[src/rtl/ipc_mbox_pkg.sv]
// Shared types for the inter-processor mailbox.
// Assumes a 32-bit register bus and at most 256 queues or users.
package ipc_mbox_pkg;
    localparam int WORD_W = 32;
    localparam int SLOT_W = 8;

    // Kind of register an address selects
    typedef enum logic [2:0] {
        RK_NONE,
        RK_REV,
        RK_MSG,
        RK_FULL,
        RK_CNT,
        RK_STAT,
        RK_EN,
        RK_ENCLR
    } reg_kind_e;

    // Decoded access: register kind plus queue or user index
    typedef struct packed {
        reg_kind_e          kind;
        logic [SLOT_W-1:0]  slot;
    } reg_sel_t;
endpackage

[src/rtl/mbox_fifo.sv]
// One message queue: DEPTH words, push and pop requests qualified here.
// Assumes DEPTH >= 2 and never a push and a pop in the same cycle from
// the single bus (both are still handled if they arrive together).
module mbox_fifo #(
    parameter int DEPTH = 4,
    parameter int WIDTH = 32,
    localparam int PTR_W = $clog2(DEPTH),
    localparam int CNT_W = $clog2(DEPTH + 1)
) (
    input  logic             clk,
    input  logic             rst_n,
    input  logic             push_req,
    input  logic             pop_req,
    input  logic [WIDTH-1:0] wdata,
    output logic             push_ok,
    output logic             pop_ok,
    output logic [WIDTH-1:0] head,
    output logic [CNT_W-1:0] count,
    output logic             full,
    output logic             empty
);
    logic [WIDTH-1:0] mem [DEPTH];
    logic [PTR_W-1:0] wr_ptr;
    logic [PTR_W-1:0] rd_ptr;

    // Next position with wrap at DEPTH
    function automatic logic [PTR_W-1:0] step(input logic [PTR_W-1:0] p);
        return (p == PTR_W'(DEPTH - 1)) ? '0 : p + 1'b1;
    endfunction

    assign full    = (count == CNT_W'(DEPTH));
    assign empty   = (count == '0);
    assign push_ok = push_req && !full;
    assign pop_ok  = pop_req && !empty;
    assign head    = mem[rd_ptr];

    // Store pushed word
    always_ff @(posedge clk) begin
        if (push_ok) mem[wr_ptr] <= wdata;
    end

    // Advance pointers
    always_ff @(posedge clk) begin
        if (!rst_n) begin
            wr_ptr <= '0;
            rd_ptr <= '0;
        end else begin
            if (push_ok) wr_ptr <= step(wr_ptr);
            if (pop_ok)  rd_ptr <= step(rd_ptr);
        end
    end

    // Track occupancy
    always_ff @(posedge clk) begin
        if (!rst_n) begin
            count <= '0;
        end else begin
            case ({push_ok, pop_ok})
                2'b10:   count <= count + 1'b1;
                2'b01:   count <= count - 1'b1;
                default: count <= count;
            endcase
        end
    end
endmodule

[src/rtl/mbox_user_irq.sv]
// Per-user interrupt status and enable with a combined interrupt line.
// Status: hardware set, write-1-to-clear, set wins. Enable: overwrite when
// SET_MODE=0, write-1-to-set when SET_MODE=1; separate write-1-to-clear.
module mbox_user_irq #(
    parameter int NEV      = 8,
    parameter bit SET_MODE = 1'b0
) (
    input  logic           clk,
    input  logic           rst_n,
    input  logic [NEV-1:0] hw_set,
    input  logic           stat_clr_we,
    input  logic           en_we,
    input  logic           en_clr_we,
    input  logic [NEV-1:0] wbits,
    output logic [NEV-1:0] status,
    output logic [NEV-1:0] enable,
    output logic           irq
);
    logic [NEV-1:0] clr_mask;

    assign clr_mask = stat_clr_we ? wbits : '0;
    assign irq      = |(status & enable);

    // Pending events: clear by software, set by hardware with priority
    always_ff @(posedge clk) begin
        if (!rst_n) status <= '0;
        else        status <= (status & ~clr_mask) | hw_set;
    end

    // Event enables
    always_ff @(posedge clk) begin
        if (!rst_n)         enable <= '0;
        else if (en_we)     enable <= SET_MODE ? (enable | wbits) : wbits;
        else if (en_clr_we) enable <= enable & ~wbits;
    end
endmodule

[src/rtl/mbox_addr_decode.sv]
// Maps a byte offset to a register kind and a queue or user index.
// Assumes NUM_Q <= 16 so queue regions stay inside their 64-byte windows.
module mbox_addr_decode
    import ipc_mbox_pkg::*;
#(
    parameter int NUM_Q      = 4,
    parameter int NUM_U      = 2,
    parameter bit ALT_LAYOUT = 1'b0,
    parameter int ADDR_W     = 9
) (
    input  logic [ADDR_W-1:0] addr,
    output reg_sel_t          sel
);
    localparam int Q_SPAN    = 4 * NUM_Q;
    localparam int MSG_BASE  = 'h040;
    localparam int FULL_BASE = 'h080;
    localparam int CNT_BASE  = 'h0C0;

    reg_sel_t q_sel;
    reg_sel_t u_sel;

    // Queue and revision region
    always_comb begin
        int a;
        a = int'(addr);
        q_sel = '{kind: RK_NONE, slot: '0};
        if (a == 0) begin
            q_sel.kind = RK_REV;
        end else if (a >= MSG_BASE && a < MSG_BASE + Q_SPAN) begin
            q_sel = '{kind: RK_MSG, slot: SLOT_W'((a - MSG_BASE) >> 2)};
        end else if (a >= FULL_BASE && a < FULL_BASE + Q_SPAN) begin
            q_sel = '{kind: RK_FULL, slot: SLOT_W'((a - FULL_BASE) >> 2)};
        end else if (a >= CNT_BASE && a < CNT_BASE + Q_SPAN) begin
            q_sel = '{kind: RK_CNT, slot: SLOT_W'((a - CNT_BASE) >> 2)};
        end
    end

    // User region, variant picked by layout
    if (ALT_LAYOUT) begin : g_alt
        localparam int U_BASE = 'h104;
        always_comb begin
            int off;
            off = int'(addr) - U_BASE;
            u_sel = '{kind: RK_NONE, slot: '0};
            if (off >= 0 && (off >> 4) < NUM_U) begin
                u_sel.slot = SLOT_W'(off >> 4);
                case (off & 15)
                    0:       u_sel.kind = RK_STAT;
                    4:       u_sel.kind = RK_EN;
                    8:       u_sel.kind = RK_ENCLR;
                    default: u_sel.kind = RK_NONE;
                endcase
            end
        end
    end else begin : g_base
        localparam int U_BASE = 'h100;
        always_comb begin
            int off;
            off = int'(addr) - U_BASE;
            u_sel = '{kind: RK_NONE, slot: '0};
            if (off >= 0 && (off >> 3) < NUM_U) begin
                u_sel.slot = SLOT_W'(off >> 3);
                case (off & 7)
                    0:       u_sel.kind = RK_STAT;
                    4:       u_sel.kind = RK_EN;
                    default: u_sel.kind = RK_NONE;
                endcase
            end
        end
    end

    // Combine regions, reject misaligned offsets
    always_comb begin
        if (addr[1:0] != 2'b00)       sel = '{kind: RK_NONE, slot: '0};
        else if (q_sel.kind != RK_NONE) sel = q_sel;
        else                            sel = u_sel;
    end
endmodule

[src/rtl/ipc_mailbox.sv]
// Inter-processor mailbox top: NUM_Q message queues, NUM_U users with
// per-user interrupt status/enable, registered read data.
// Assumes one bus access (read or write) per cycle.
module ipc_mailbox
    import ipc_mbox_pkg::*;
#(
    parameter int NUM_Q      = 4,
    parameter int NUM_U      = 2,
    parameter int DEPTH      = 4,
    parameter bit ALT_LAYOUT = 1'b0,
    parameter int ADDR_W     = 9,
    parameter int REV_MAJOR  = 2,
    parameter int REV_MINOR  = 1,
    localparam int NEV       = 2 * NUM_Q,
    localparam int CNT_W     = $clog2(DEPTH + 1)
) (
    input  logic              clk,
    input  logic              rst_n,
    input  logic              bus_wr,
    input  logic              bus_rd,
    input  logic [ADDR_W-1:0] bus_addr,
    input  logic [WORD_W-1:0] bus_wdata,
    output logic [WORD_W-1:0] bus_rdata,
    output logic [NUM_U-1:0]  irq_out
);
    reg_sel_t              sel;
    logic [NUM_Q-1:0]      q_push;
    logic [NUM_Q-1:0]      q_pop;
    logic [NUM_Q-1:0]      q_full;
    logic [NUM_Q-1:0]      q_empty;
    logic [WORD_W-1:0]     q_head [NUM_Q];
    logic [NUM_Q*CNT_W-1:0] q_count_flat;
    logic [NEV-1:0]        events;
    logic [NEV-1:0]        u_status [NUM_U];
    logic [NEV-1:0]        u_enable [NUM_U];
    logic [NUM_U*NEV-1:0]  status_flat;
    logic [NUM_U*NEV-1:0]  enable_flat;
    logic [WORD_W-1:0]     rd_next;

    mbox_addr_decode #(
        .NUM_Q(NUM_Q), .NUM_U(NUM_U), .ALT_LAYOUT(ALT_LAYOUT), .ADDR_W(ADDR_W)
    ) u_dec (
        .addr(bus_addr),
        .sel (sel)
    );

    for (genvar q = 0; q < NUM_Q; q++) begin : g_q
        logic hit;
        assign hit = (sel.kind == RK_MSG) && (sel.slot == SLOT_W'(q));
        mbox_fifo #(.DEPTH(DEPTH), .WIDTH(WORD_W)) u_fifo (
            .clk     (clk),
            .rst_n   (rst_n),
            .push_req(bus_wr && hit),
            .pop_req (bus_rd && hit),
            .wdata   (bus_wdata),
            .push_ok (q_push[q]),
            .pop_ok  (q_pop[q]),
            .head    (q_head[q]),
            .count   (q_count_flat[q*CNT_W +: CNT_W]),
            .full    (q_full[q]),
            .empty   (q_empty[q])
        );
        assign events[2*q]     = q_push[q];
        assign events[2*q + 1] = q_pop[q];
    end

    for (genvar u = 0; u < NUM_U; u++) begin : g_u
        logic mine;
        assign mine = bus_wr && (sel.slot == SLOT_W'(u));
        mbox_user_irq #(.NEV(NEV), .SET_MODE(ALT_LAYOUT)) u_irq (
            .clk        (clk),
            .rst_n      (rst_n),
            .hw_set     (events),
            .stat_clr_we(mine && sel.kind == RK_STAT),
            .en_we      (mine && sel.kind == RK_EN),
            .en_clr_we  (mine && sel.kind == RK_ENCLR),
            .wbits      (bus_wdata[NEV-1:0]),
            .status     (u_status[u]),
            .enable     (u_enable[u]),
            .irq        (irq_out[u])
        );
        assign status_flat[u*NEV +: NEV] = u_status[u];
        assign enable_flat[u*NEV +: NEV] = u_enable[u];
    end

    // Read data selection for the current access
    always_comb begin
        rd_next = '0;
        case (sel.kind)
            RK_REV: rd_next = WORD_W'({4'(REV_MAJOR), 4'(REV_MINOR)});
            RK_MSG, RK_FULL, RK_CNT: begin
                for (int q = 0; q < NUM_Q; q++) begin
                    if (sel.slot == SLOT_W'(q)) begin
                        if (sel.kind == RK_MSG)
                            rd_next = q_empty[q] ? '0 : q_head[q];
                        else if (sel.kind == RK_FULL)
                            rd_next = WORD_W'(q_full[q]);
                        else
                            rd_next = WORD_W'(q_count_flat[q*CNT_W +: CNT_W]);
                    end
                end
            end
            RK_STAT, RK_EN: begin
                for (int u = 0; u < NUM_U; u++) begin
                    if (sel.slot == SLOT_W'(u))
                        rd_next = WORD_W'((sel.kind == RK_STAT) ? u_status[u] : u_enable[u]);
                end
            end
            default: rd_next = '0;
        endcase
    end

    // Register read data on a read strobe
    always_ff @(posedge clk) begin
        if (!rst_n)      bus_rdata <= '0;
        else if (bus_rd) bus_rdata <= rd_next;
    end
endmodule

[config.mk]
export PLATFORM = sky130hd
export DESIGN_NAME = ipc_mailbox
export DESIGN_NICKNAME = d
export VERILOG_FILES = /design/src/rtl/ipc_mbox_pkg.sv /design/src/rtl/mbox_fifo.sv /design/src/rtl/mbox_user_irq.sv /design/src/rtl/mbox_addr_decode.sv /design/src/rtl/ipc_mailbox.sv
export SDC_FILE = /design/constraint.sdc
export NUM_CORES = 1
export LEC_CHECK = 0
export BUFFER_PORTS_ARGS = -buffer_cell sky130_fd_sc_hd__buf_2
export CAP_MARGIN = 20
export CORE_ASPECT_RATIO = 1.5
export CORE_MARGIN = 2
export CORE_UTILIZATION = 60
export DETAILED_ROUTE_END_ITERATION = 10
export PLACE_DENSITY = 0.83
export SYNTH_ARGS = -nofsm -noshare
export SYNTH_HDL_FRONTEND = slang
export SYNTH_SLANG_ARGS = --single-unit
[constraint.sdc]
create_clock -name clk -period 5.8 [get_ports clk]
set_clock_uncertainty 0.1 [all_clocks]
set_input_delay 0.58 -clock clk [delete_from_list [all_inputs] [get_ports clk]]
set_output_delay 0.58 -clock clk [all_outputs]
set_load 0.03 [all_outputs]
* Word-level counts from Yosys, hierarchy flattened
Memory sizes are Yosys's and may differ from the RTL's. A register that Yosys moved wholly into a read port is not among the register bits.
Cells that the tools add are included.
** Word-level totals
- Flip-flop bits (word level) :: 92
- Bits in writable memories :: 512
- Input bits :: 45
- Output and inout bits :: 34
- Logic and storage cells :: 214
- Memories :: 4
** Memory list
- g_q[0].u_fifo.mem :: depth 4, width 32, read ports 1, clocked after Yosys merged registers in 1, write ports 1, RTL line mbox_fifo.sv:22 : logic [WIDTH-1:0] mem [DEPTH];
- g_q[1].u_fifo.mem :: depth 4, width 32, read ports 1, clocked after Yosys merged registers in 1, write ports 1, RTL line mbox_fifo.sv:22
- g_q[2].u_fifo.mem :: depth 4, width 32, read ports 1, clocked after Yosys merged registers in 1, write ports 1, RTL line mbox_fifo.sv:22
- g_q[3].u_fifo.mem :: depth 4, width 32, read ports 1, clocked after Yosys merged registers in 1, write ports 1, RTL line mbox_fifo.sv:22
** Operators by class
- Add/sub/neg operators :: 20
- $lt $le $gt $ge :: 8
- Equality and inequality tests :: 31
- Mux-type cells :: 64
- Bitwise operators :: 11
- Reduce and logical (&&, ||, !) cells :: 59
** Operators with widths (number)
- $mux 32 :: 13
- $pmux 32 s3 :: 1
- $mux 8 :: 10
- $mux 11 :: 6
- $and 8x8->8 :: 6
- $ge 32x1->1 const B :: 1
- $logic_and 1x1->1 :: 32
- $logic_not 32->1 :: 1
- $mux 2 :: 16
- $pmux 3 s2 :: 5
- $lt 29x2->1 const B :: 1
- $eq 3x3->1 const B :: 9
- $eq 2x2->1 const B :: 12
- $not 8->8 :: 3
- $sub 9x8->10 const B :: 2
- $ge 9x8->1 const B :: 2
- $lt 9x8->1 const B :: 2
- $add 2x1->2 const B :: 8
- $eq 8x2->1 const B :: 2
- $or 8x8->8 :: 2
- $reduce_or 8->1 :: 2
- $mux 3 :: 5
- $reduce_bool 2->1 :: 7
- $add 3x1->3 const B :: 4
- other kinds (17) :: 41

* Depth between registers and ports, before layout
- Depth in word-level cells :: 17
- Gate-level depth with buffers :: 19
- Gate-level depth less buffers :: 17

* Cells and area by module
Synthesis repeated with hierarchy kept, for this count alone.
** Second synthesis, totals
- Cell total of the unflattened synthesis :: 1441
- Area, all modules :: 25129.1 um2
** Modules (own cells, without submodules)
- mbox_fifo :: instances 4, cells an instance 223, area an instance 5152.4 um2, seq. area each 4023.9 um2
- ipc_mailbox :: instances 1, cells an instance 311, area an instance 2487.4 um2, seq. area each 640.6 um2
- mbox_user_irq :: instances 2, cells an instance 81, area an instance 738.2 um2, seq. area each 320.3 um2
- mbox_addr_decode :: instances 1, cells an instance 76, area an instance 555.5 um2, seq. area each 0.0 um2

* Worst setup path after synthesis
Ideal clock, no wire load.
- Path type :: input port to flip-flop
- Start point :: in bus_addr[4]
- End point :: reg g_q[1].u_fifo.count[2]
- Setup time :: 76 ps
- Data arrival time :: 4233 ps
- Required time :: 5624 ps
- Slack :: 1392 ps
- Cell stages on the path :: 17
- Path buffers :: 4
- Path through :: buf_6 or4_4 o31ai_1 a22oi_2 and2_1 buf_2 mux2i_2 nor4_1 clkbuf_1 buf_2 and2_1 ha_1 inv_1 fa_1 xor2_1 or3_1 a21boi_0
** Between the ends
- Cells in the longest elaborated chain, start to end :: 15
- Elaborated cells on any way between the ends :: 37
- Those cells by class :: add/sub (4); order compare (8); eq/ne (4); mux (9); reduce/logical (12)
** Ends and longest elaborated chain
- start, declared :: RTL line ipc_mailbox.sv:21 : input logic [ADDR_W-1:0] bus_addr,
- parallel branches: the longest is 7 deep, another holds $ge 32x1->1
- $mux 11 * :: RTL line mbox_addr_decode.sv:75 : else if (q_sel.kind != RK_NONE) sel = q_sel;
- $mux 11 * :: RTL line mbox_addr_decode.sv:74 : if (addr[1:0] != 2'b00) sel = '{kind: RK_NONE, slot: '0};
- $eq 8x1->1 or $eq 3x2->1 (tied branches) :: RTL line ipc_mailbox.sv:49 : assign hit = (sel.kind == RK_MSG) && (sel.slot == SLOT_W'(q));
- $logic_and 1x1->1 * :: RTL line ipc_mailbox.sv:49
- $logic_and 1x1->1 * :: RTL line ipc_mailbox.sv:54 : .pop_req (bus_rd && hit),
- $logic_and 1x1->1 * :: RTL line mbox_fifo.sv:34 : assign pop_ok = pop_req && !empty;
- via g_q[1].u_fifo.pop_ok :: RTL line mbox_fifo.sv:16 : output logic pop_ok,
- $eq 2x1->1 or $eq 2x2->1 (tied branches) :: RTL line mbox_fifo.sv:58 : case ({push_ok, pop_ok})
- $pmux 3 s2 or $reduce_bool 2->1 (tied branches)
- end signal, assigned :: RTL line mbox_fifo.sv:59 : 2'b10: count <= count + 1'b1;
- end signal, assigned :: RTL line mbox_fifo.sv:60 : 2'b01: count <= count - 1'b1;
- end signal, assigned :: RTL line mbox_fifo.sv:61 : default: count <= count;
- end, declared :: RTL line mbox_fifo.sv:18 : output logic [CNT_W-1:0] count,
Mark *: on every way through the listed nets, which the timed path passes.
A chain may end at the register's enable or synchronous reset.

* Worst setup path in the final report
- Start point :: in bus_addr[5]
- End point :: reg g_q[3].u_fifo.count[2]
** Between the ends
- Cells in the longest elaborated chain, start to end :: 15
- Elaborated cells on any way between the ends :: 37
- Those cells by class :: add/sub (4); order compare (8); eq/ne (4); mux (9); reduce/logical (12)
** Ends and longest elaborated chain (RTL line)
- parallel branches: the longest is 7 deep, another holds $ge 32x1->1
- $mux 11 * :: mbox_addr_decode.sv:75
- $mux 11 * :: mbox_addr_decode.sv:74
- $eq 8x2->1 or $eq 3x2->1 (tied branches) :: ipc_mailbox.sv:49
- $logic_and 1x1->1 * :: ipc_mailbox.sv:49
- $logic_and 1x1->1 * :: ipc_mailbox.sv:54
- $logic_and 1x1->1 * :: mbox_fifo.sv:34
- via g_q[3].u_fifo.pop_ok :: mbox_fifo.sv:16
- $eq 2x1->1 or $eq 2x2->1 (tied branches) :: mbox_fifo.sv:58
- $pmux 3 s2 or $reduce_bool 2->1 (tied branches)
- end signal, assigned :: mbox_fifo.sv:59
- end signal, assigned :: mbox_fifo.sv:60
- end signal, assigned :: mbox_fifo.sv:61
- end, declared :: mbox_fifo.sv:18
Marks and branches as above.

==> results by group <==
Run status
  – Outcome: finished clean

Yosys
  – Simple-gate area share of the yosys netlist: 6.79%
  – Synth warn: 0
  – EDFF count, synth: 512
  – Synth area leader: edfxtp_1
  – Dominant synthesized flop cell: edfxtp_1
  – Seq cells post-synth: around 610
  – Synthesized area: 25000 um^2
  – Compound-cell area share of the yosys netlist: 6.30%
  – Post-Synthesis Cells: about 1500
  – Mux share of post-synthesis cell area: a little over an eighth
  – Commonest cells in the netlist: 512 x edfxtp_1, 128 x mux4_2, 103 x nor2b_1
  – Sequential element share of the synthesized area: 69.6%
  – Number of library cell types mapped by synthesis: between 70 and 80
  – Synth Area in XOR/XNOR: less than 1%
  – Count leader, synth: edfxtp_1
  – Asr flop ratio synth: 0%
  – Largest family of logic cells by synthesized area: multiplexers
  – Syn nets: between 1500 and 2000
  – Avg Cell Area, Syn: 17.1 um^2
  – Synth top area cells: edfxtp_1 62%, mux4_2 12%, dfxtp_1 8.0%
  – Adder-Cell Fraction of Synth Area: 2.07%
  – Yosys top cell area share: 61.6%

Critical path
  – Crit path cell chain: buf_2 > or4_4 > o31a_1 > o221a_4 > nand2_2 > o211ai_1 > nor3_2 > nand3_1 > inv_1 > ha_1 > inv_1 > fa_1 > xor2_1 > or3_1 > a21boi_0
  – CP endpoint kind: flip-flop
  – Reg2Reg Depth: 5
  – Worst path slowest cell: or4_4
  – CP dominant cell by count: inv_1
  – CP max stage delay: around 0.6 ns
  – Kind of critical path: in -> reg
  – Max FO, Critical Path: 11
  – Crit path launch: bus_addr[5]
  – Data arrival time of the worst path: ~4.6 ns
  – WP data required: 6.20 ns
  – Worst setup SP type: input port

Drt
  – First-pass iteration count of the detailed router: 5
  – WL final: 59400 um
  – Vias per Instance: 6.49
  – Via count: 13948
  – ANT nets after route: 0
  – DR WL/cell: 27.7 um
  – Number of remaining DRC errors: 0
  – DRT iter0 DRCs: 1615

Power and ir drop
  – Power density over the cells: 305 nW/um^2
  – Peak supply drop: 0.000301 V
  – Leakage Power: 8.86 nW

CTS
  – # H-tree levels: 2
  – Num CTS Buffers: 52
  – Sink Count: 612
  – Cts repair resizes: 0
  – Post-CTS Hold Buffers: 0
  – Clock Root Buffer: clkbuf_16
  – Worst-path clk slew: 0.07 ns
  – Worst-Skew Late Latency: 0.59 ns
  – Clock Tree Buf Depth: 3
  – Post-CTS Setup Inserts: 0
  – TritonCTS clock tree: done

Placed design
  – RePlAce Congestion: about 0.9
  – Final HPWL DP: between 30000 and 40000 um
  – Port Buffer Count: 78

Global route
  – Largest net degree at the start of global routing: 71
  – Overflow left after global routing: 0
  – Initial antenna violation count: 1
  – First-pass GRT wire length: 89400 um
  – Vias in the first global route: 14689
  – Gr usage total: 28.2%

Floorplanning
  – I/O Pins: ~80
  – Initial Util: 60.8%
  – Core area: ~40000 um^2
  – FP Rows: 91
  – Die area: 43300 um^2
  – Die height: 254 um
  – Die width: between 150 and 200 um

STA
  – RSZ-0062 raised after global routing: no
  – Pins over their slew limit: 0
  – Setup violators final: 0
  – Relative slew slack: 22.6%
  – Post-layout minimum cycle time: roughly 4.2 ns
  – Final Cycle Share: 72.5%
  – Worst-Margin Slew: 1.16 ns
  – Fmax: 238 MHz
  – Fin. Hold Viols: 0
  – Post-Route Setup TNS: 0 ns

Cells and area
  – Post-Route Utilization: 67.3%
  – Final nets: between 1500 and 2000
  – Layout area overhead: 10.8%
  – Antenna diodes: 0
  – Layout cells sized above 1: about 23%

Min path
  – Hold/Removal Path Class: in -> reg
  – WHS Path Cells: 1
  – Hold Startpoint: bus_wdata[19]

Job
  – Max_cap viols: 0
[worst max-delay path: cells and delay by family]
kind            cells  cell delay [ns]
fa+ha+maj           2             0.57
xor+xnor            1             0.15
simple gates        5             1.79
compound gates      4             1.17
buf+inv             3             0.35
[state kept, by name, indices dropped and copies added, names as in the netlist, named ones only]
| signal | flops |
|---|---|
| bus_rdata | 32 |
| g_q.u_fifo.count | 12 |
| g_q.u_fifo.mem | 512 |
| g_q.u_fifo.rd_ptr | 8 |
| g_q.u_fifo.wr_ptr | 8 |
| g_u.u_irq.enable | 16 |
| g_u.u_irq.status | 16 |
[power by group]
part | internal, W | total [W] | leakage [nW] | switching [W]
logic | 0.0000476 | 0.000193 | 2.62 | 0.000145
registers | 0.00476 | 0.00476 | 5.41 | 0.00000219
clock network | 0.00192 | 0.00350 | 0.825 | 0.00158
total | 0.00673 | 0.00845 | 8.86 | 0.00173
[placed cells by master (no fill, tap or decap), types with 18 or more instances in the layout]
cell type and instances:
dfxtp_1 92, nor2_1 24, buf_2 78, nor2b_1 102, a21boi_0 23, a21oi_1 20
inv_1 46, ha_1 35, clkbuf_16 53, mux2i_1 33, edfxtp_1 512, mux4_2 128
buf_4 18, o21ai_0 57, nand2_1 70
[through the flow]
stage          hold slack (ns)  worst slack (ns)  cell area, um^2  std cells  total power, W
3_5_place_dp             0.341              1.04            25900       2050         0.00505
6_report                 0.267              1.60            27700       2149         0.00845
3_3_place_gp             0.336              1.19            25900       2050         0.00504
5_1_grt                  0.273              1.30            27700       2149         0.00864
2_1_floorplan            0.356              1.39            25000       1463         0.00495
4_1_cts                  0.245              1.64            27600       2147         0.00849
[final cells by class]
cell class                 count  area, um^2
fill                        2632       13400
inverter                      48         180
sequential                   612       17400
timing repair buffer          98         566
multi-input combinational    736        7150
clock inverter                38         344
clock buffer                  59        1360
tap                          558         698
[path summary, 6_finish.rpt]
| kind | endpoint | slack (ns) |
|---|---|---|
| worst min-delay path | g_q[3].u_fifo.mem[0][19] | 0.27 |
| worst max-delay path | g_q[3].u_fifo.count[2] | 1.60 |
| worst max register to register | bus_rdata[27] | 2.75 |
| worst min register to register | bus_rdata[26] | 0.35 |
[cells by family (layout without fill, tap and decap cells)]
group | after synthesis | count (layout)
and+or+nand+nor | 304 | 304
adders and majority gates | 39 | 39
xor gates and xnor gates | 8 | 8
muxes | 165 | 165
DFF | 612 | 612
buffers and inverters | 115 | 243
AOI/OAI and AO/OA | 220 | 220
[routing by layer]
layer	track usage [%]	vias up	share of wire, %
met1	33.3	7202	35
li1	-	5925	-
met3	4.30	169	6.3
met5	0	-	0.022
met4	13.9	2	5.1
met2	50.4	650	53
Power figures use the tool's default switching activity.
